**config.mk**
```make
export PLATFORM = sky130hd
export DESIGN_NAME = pwr_mode_ctl
export DESIGN_NICKNAME = d
export VERILOG_FILES = /design/src/rtl/pwr_mode_pkg.sv /design/src/rtl/pwr_mode_regs.sv /design/src/rtl/pwr_mode_ctrl.sv /design/src/rtl/pwr_mode_ctl.sv
export SDC_FILE = /design/constraint.sdc
export NUM_CORES = 1
export LEC_CHECK = 0
export BUFFER_PORTS_ARGS = -buffer_cell sky130_fd_sc_hd__buf_2
export CAP_MARGIN = 20
export CORE_AREA = 2 2 39 41
export DETAILED_ROUTE_END_ITERATION = 6
export DIE_AREA = 0 0 41 43
export GPL_TIMING_DRIVEN = 0
export HOLD_SLACK_MARGIN = 0.08
export PLACE_DENSITY = 0.64
export SLEW_MARGIN = 10
export SYNTH_ARGS = -nofsm -noshare
export SYNTH_HDL_FRONTEND = slang
export SYNTH_HIERARCHICAL = 1
export SYNTH_SLANG_ARGS = --single-unit
```
**constraint.sdc**
```tcl
create_clock -name clk -period 2.8 [get_ports clk]
set_clock_uncertainty 0.15 [all_clocks]
set_input_delay 0.28 -clock clk [delete_from_list [all_inputs] [get_ports clk]]
set_output_delay 0.28 -clock clk [all_outputs]
set_load 0.01 [all_outputs]
```
**src/rtl/pwr_mode_pkg.sv**
```systemverilog
package pwr_mode_pkg;
  localparam int SFR_W = 8;
  localparam int BIT_BAUD = 7;
  localparam int BIT_ALE = 5;
  localparam int BIT_DEEP = 1;
  localparam int BIT_LIGHT = 0;
  localparam logic [SFR_W-1:0] KEEP_MASK = 8'hAF;

  typedef struct packed {
    logic loadReg;
    logic wakeIdle;
  } ctlStrobe_t;

  typedef struct packed {
    logic baud;
    logic ale;
    logic deep;
    logic light;
  } modeBits_t;
endpackage

```
**src/rtl/pwr_mode_regs.sv**
```systemverilog
module pwr_mode_regs
  import pwr_mode_pkg::*;
#(
  parameter int ADDR_W = 8,
  parameter logic [ADDR_W-1:0] REG_ADDR = 8'h87
) (
  input  logic              clk,
  input  logic              rstN,
  input  ctlStrobe_t        strobe,
  input  logic [SFR_W-1:0]  wrData,
  input  logic [ADDR_W-1:0] rdAddr,
  output logic [SFR_W-1:0]  rdData,
  output modeBits_t         modeBits
);
  logic [SFR_W-1:0] regQ;

  // One flop per kept bit, reserved positions tied low
  for (genvar i = 0; i < SFR_W; i++) begin : g_bit
    if (KEEP_MASK[i]) begin : g_kept
      always_ff @(posedge clk or negedge rstN) begin
        if (!rstN)
          regQ[i] <= 1'b0;
        else if (strobe.loadReg)
          regQ[i] <= wrData[i];
        else if (strobe.wakeIdle && i == BIT_LIGHT)
          regQ[i] <= 1'b0;
      end
    end else begin : g_resv
      assign regQ[i] = 1'b0;
    end
  end

  assign rdData = (rdAddr == REG_ADDR) ? regQ : '0;

  assign modeBits.baud  = regQ[BIT_BAUD];
  assign modeBits.ale   = regQ[BIT_ALE];
  assign modeBits.deep  = regQ[BIT_DEEP];
  assign modeBits.light = regQ[BIT_LIGHT];
endmodule

```
**src/rtl/pwr_mode_ctrl.sv**
```systemverilog
module pwr_mode_ctrl
  import pwr_mode_pkg::*;
#(
  parameter int ADDR_W = 8,
  parameter logic [ADDR_W-1:0] REG_ADDR = 8'h87
) (
  input  logic [ADDR_W-1:0] sfrAddr,
  input  logic              sfrWrEn,
  input  logic              irqPending,
  input  modeBits_t         modeBits,
  output ctlStrobe_t        strobe,
  output logic              cpuClkGate,
  output logic              oscStop,
  output logic              baudDouble,
  output logic              aleHold
);
  logic addrHit;

  always_comb begin
    addrHit = (sfrAddr == REG_ADDR);
    // Deep sleep freezes the register until reset
    strobe.loadReg  = sfrWrEn && addrHit && !modeBits.deep;
    // Wake only from light sleep; a same-cycle write overrides it
    strobe.wakeIdle = irqPending && modeBits.light && !modeBits.deep;
    oscStop    = modeBits.deep;
    cpuClkGate = modeBits.deep | modeBits.light;
    baudDouble = modeBits.baud;
    aleHold    = modeBits.ale;
  end
endmodule

```
**src/rtl/pwr_mode_ctl.sv**
```systemverilog
module pwr_mode_ctl
  import pwr_mode_pkg::*;
#(
  parameter int ADDR_W = 8,
  parameter logic [ADDR_W-1:0] REG_ADDR = 8'h87
) (
  input  logic              clk,
  input  logic              rstN,
  input  logic [ADDR_W-1:0] sfrAddr,
  input  logic              sfrWrEn,
  input  logic [SFR_W-1:0]  sfrWrData,
  output logic [SFR_W-1:0]  sfrRdData,
  input  logic              irqPending,
  output logic              cpuClkGate,
  output logic              oscStop,
  output logic              baudDouble,
  output logic              aleHold
);
  ctlStrobe_t strobe;
  modeBits_t  modeBits;

  pwr_mode_ctrl #(.ADDR_W(ADDR_W), .REG_ADDR(REG_ADDR)) i_ctrl (
    .sfrAddr(sfrAddr), .sfrWrEn(sfrWrEn), .irqPending(irqPending),
    .modeBits(modeBits), .strobe(strobe), .cpuClkGate(cpuClkGate),
    .oscStop(oscStop), .baudDouble(baudDouble), .aleHold(aleHold)
  );

  pwr_mode_regs #(.ADDR_W(ADDR_W), .REG_ADDR(REG_ADDR)) i_regs (
    .clk(clk), .rstN(rstN), .strobe(strobe), .wrData(sfrWrData),
    .rdAddr(sfrAddr), .rdData(sfrRdData), .modeBits(modeBits)
  );
endmodule

```
==> results by group <==
STA
  – Final Slew Violations: 0
  – Final setup TNS: 0 ns
  – # setup viols final: 0
  – Final Hold Vio Count: 0
  – RSZ-0062 raised after global routing: no
  – Tcrit/Tclk final: between 60% and 70%
  – Minimum clock period: 1.92 ns
  – Fmax: 522 MHz

Final layout
  – Synth-to-Final Area Change: 44.3%
  – Post-route cell area: around 620 um2
  – Nets: 103
  – Share of post-route cells with drive strength above 1: about 53%
  – Ant diodes: 0

Critical path
  – WP buf/inv: 2
  – R2r setup slk: 0.88 ns
  – CP peak stage delay: between 0.5 and 0.6 ns
  – Worst endpoint required time: 2.80 ns
  – Crit start category: flip-flop
  – Worst reg2reg startpoint: i_regs/modeBits[1]$_DFFE_PN0P_
  – Worst Path Max Fanout: 10
  – RR Endpoint: i_regs/modeBits[0]$_DFFE_PN0P_
  – R2R depth: 6
  – Crit path capture type: flip-flop
  – CP max-delay cell: or4b_1
  – Crit path DAT: 1.91 ns
  – Critical path class: reg -> reg
  – CP delay by family, top: simple AND/OR/NAND/NOR gates
  – Sequence of cells on the critical path: buf_4, or4b_1, nor4_2, buf_2, nand2_1, o31ai_1

Synth
  – Unique cell type count in the Yosys netlist: 15
  – Post-synth ARST share: 100%
  – Post-Synthesis Cells: 49
  – Top cells by count, synth: 9 x buf_4, 7 x nand2_1, 6 x dfrtp_1, 6 x inv_1, 6 x nor3_1
  – Seq/Total Area, Yosys: 34.8%
  – Largest family of logic cells by synthesized area: simple AND/OR/NAND/NOR gates
  – Yosys top cell area share: roughly a third
  – Most frequent cell after synthesis: buf_4
  – Area contributors post-synth: dfrtp_1 35%, buf_4 16%, nand4bb_4 13%, nor3_1 7.0%, nand2_1 6.1%
  – Top_reg_cell synth: dfrtp_1
  – Simple-gate share of the synthesized area: 34.8%
  – Post-synth EDFFs: 0
  – Cell area after synthesis: approximately 430 um2
  – Mux cell area share after synthesis: 0%
  – Yosys warning total: 6
  – Synth Area in Compound Gates: 7.54%
  – Register bit count reported by yosys: 6
  – Syn_area_per_cell: between 8 and 9 um2
  – Cell taking the most area after synthesis: dfrtp_1
  – Xor/xnor cell area share of the yosys netlist: 0%
  – Synth Area in Adders: 0%

Placed design
  – DP Area: 591 um2
  – Final Wtd Congestion: 0.632
  – I/O Buffers: 27
  – DP HPWL: about 760 um

Worst hold path
  – Hold path endpoint: i_regs/modeBits[3]$_DFFE_PN0P_
  – Class of the worst hold path: in -> reg
  – Hold path cells: 3
  – Worst hold start: sfrWrData[7]

Routing
  – Via count: 415
  – Drt first-iter violations: 4
  – Routed wire per std cell: 9.36 um
  – Drt pass-1 iters: 3
  – Via density: 4.28
  – # DRC: 0
  – Final wirelength: 908 um
  – Post-DRT Antenna Nets: 0

Floorplan
  – Core area: around 0.0014 mm2
  – Die H: 43 um
  – Initial Util: 31.2%
  – Standard-cell row count: 14
  – Die width: between 40 and 50 um
  – Full die area: around 0.0018 mm2
  – Top Ports: 32

Global route
  – Congestion Overflow GR: 0
  – Initial antenna violation count: 0
  – Number of global-route vias before repair: 332
  – Largest net degree at the start of global routing: 11
  – First-pass GRT wire length: 1380 um
  – Gr usage total: 12.0%

Clock tree
  – Post-CTS sizing: 0
  – Worst-case clock buffer depth: 2
  – CTS Buf Count: 3
  – Hold Buf Count CTS: 1
  – CTS tree: yes
  – H-tree depth: 1
  – Root Buffer: clkbuf_4
  – # Post-CTS Setup Buffers: 0
  – Sink Count: 6
  – Worst-path clk slew: 0.05 ns
  – Clk_lat worst skew: 0.24 ns

Power and ir drop
  – Power, Total: 0.198 mW
  – PwrDens: 317 mW/mm2
  – VDD IR-drop max: ~0.0003 V
  – P_leak: 0.321 nW

Status
  – Status: completed

Flow run
  – Max-Cap Viols: 0
==> where the power goes <==
part,total (mW),internal [mW],switching (mW),leakage (nW)
Sequential,0.0883,0.0878,0.000441,0.0528
Clock,0.0797,0.0485,0.0312,0.0138
Combinational,0.0296,0.0172,0.0124,0.254
==> sequential cells by signal, indices dropped and copies added, names as in the netlist <==
name             cells
i_regs/regQ          2
i_regs/modeBits      4
==> worst register-to-register path, cell delays in order (launching register included) <==
cell and delay, ns:
dfrtp_1 0.37, buf_4 0.14, or4b_1 0.53, nor4_2 0.23, buf_2 0.26, nand2_1 0.07
o31ai_1 0.07
==> worst max path at each step <==
stage	startpoint	slack, ns	cells past startpoint	end
global placement	i_regs/modeBits[1]$_DFFE_PN0P_	0.90	5	i_regs/modeBits[1]$_DFFE_PN0P_
global route	i_regs/modeBits[1]$_DFFE_PN0P_	0.78	6	i_regs/modeBits[0]$_DFFE_PN0P_
finish	i_regs/modeBits[1]$_DFFE_PN0P_	0.88	6	i_regs/modeBits[0]$_DFFE_PN0P_
floorplan	i_regs/modeBits[1]$_DFFE_PN0P_	1.02	6	i_regs/modeBits[0]$_DFFE_PN0P_
detailed placement	i_regs/modeBits[1]$_DFFE_PN0P_	0.90	6	i_regs/modeBits[0]$_DFFE_PN0P_
CTS	i_regs/modeBits[1]$_DFFE_PN0P_	0.89	6	i_regs/modeBits[0]$_DFFE_PN0P_
==> cell usage in the layout (no fill, tap or decap), drive strengths merged <==
cell         count
buf             37
nand2            7
inv              6
nor3             6
dfrtp            6
o21ai            5
clkbuf           3
nand4bb          2
conb             2
dlygate4sd3      1
nand4            1
or4b             1
nor4             1
nor2             1
or2              1
o31ai            1
==> area by class of cell <==
class	instances	area [um2]
Clock buffer	3	22.5
Fill cell	137	761
Sequential cell	6	150
Timing Repair Buffer	28	145
Tap cell	16	20.0
Inverter	6	22.5
Buffer	10	72.6
Multi-Input combinational cell	28	190
==> cell families after synthesis <==
| family | after synthesis |
|---|---|
| and+or+nand+nor | 20 |
| buffers and inverters | 16 |
| AOI/OAI and AO/OA | 6 |
| DFF | 6 |
| other | 1 |
==> per-layer routing <==
metal	vias up	track usage (%)	share of wire, %	wire length, um
met1	182	14.8	39	354
met3	0	9.42	9.6	87
li1	216	-	-	-
met5	-	0	0	0
met2	17	16.6	51	466
met4	0	2.00	0	0
==> per-stage QoR <==
| step | hold slack (ns) | cells | util, % | setup slack [ns] |
|---|---|---|---|---|
| floorplan | -0.166 | 50 | - | 1.02 |
| global placement | -0.0393 | 93 | 42.7 | 0.899 |
| detailed placement | -0.0438 | 93 | 42.7 | 0.903 |
| CTS | 0.0892 | 97 | 45.0 | 0.894 |
| global route | 0.0948 | 97 | 45.0 | 0.782 |
| finish | 0.0914 | 97 | 45.0 | 0.885 |
(Power assumes the default switching activity.)
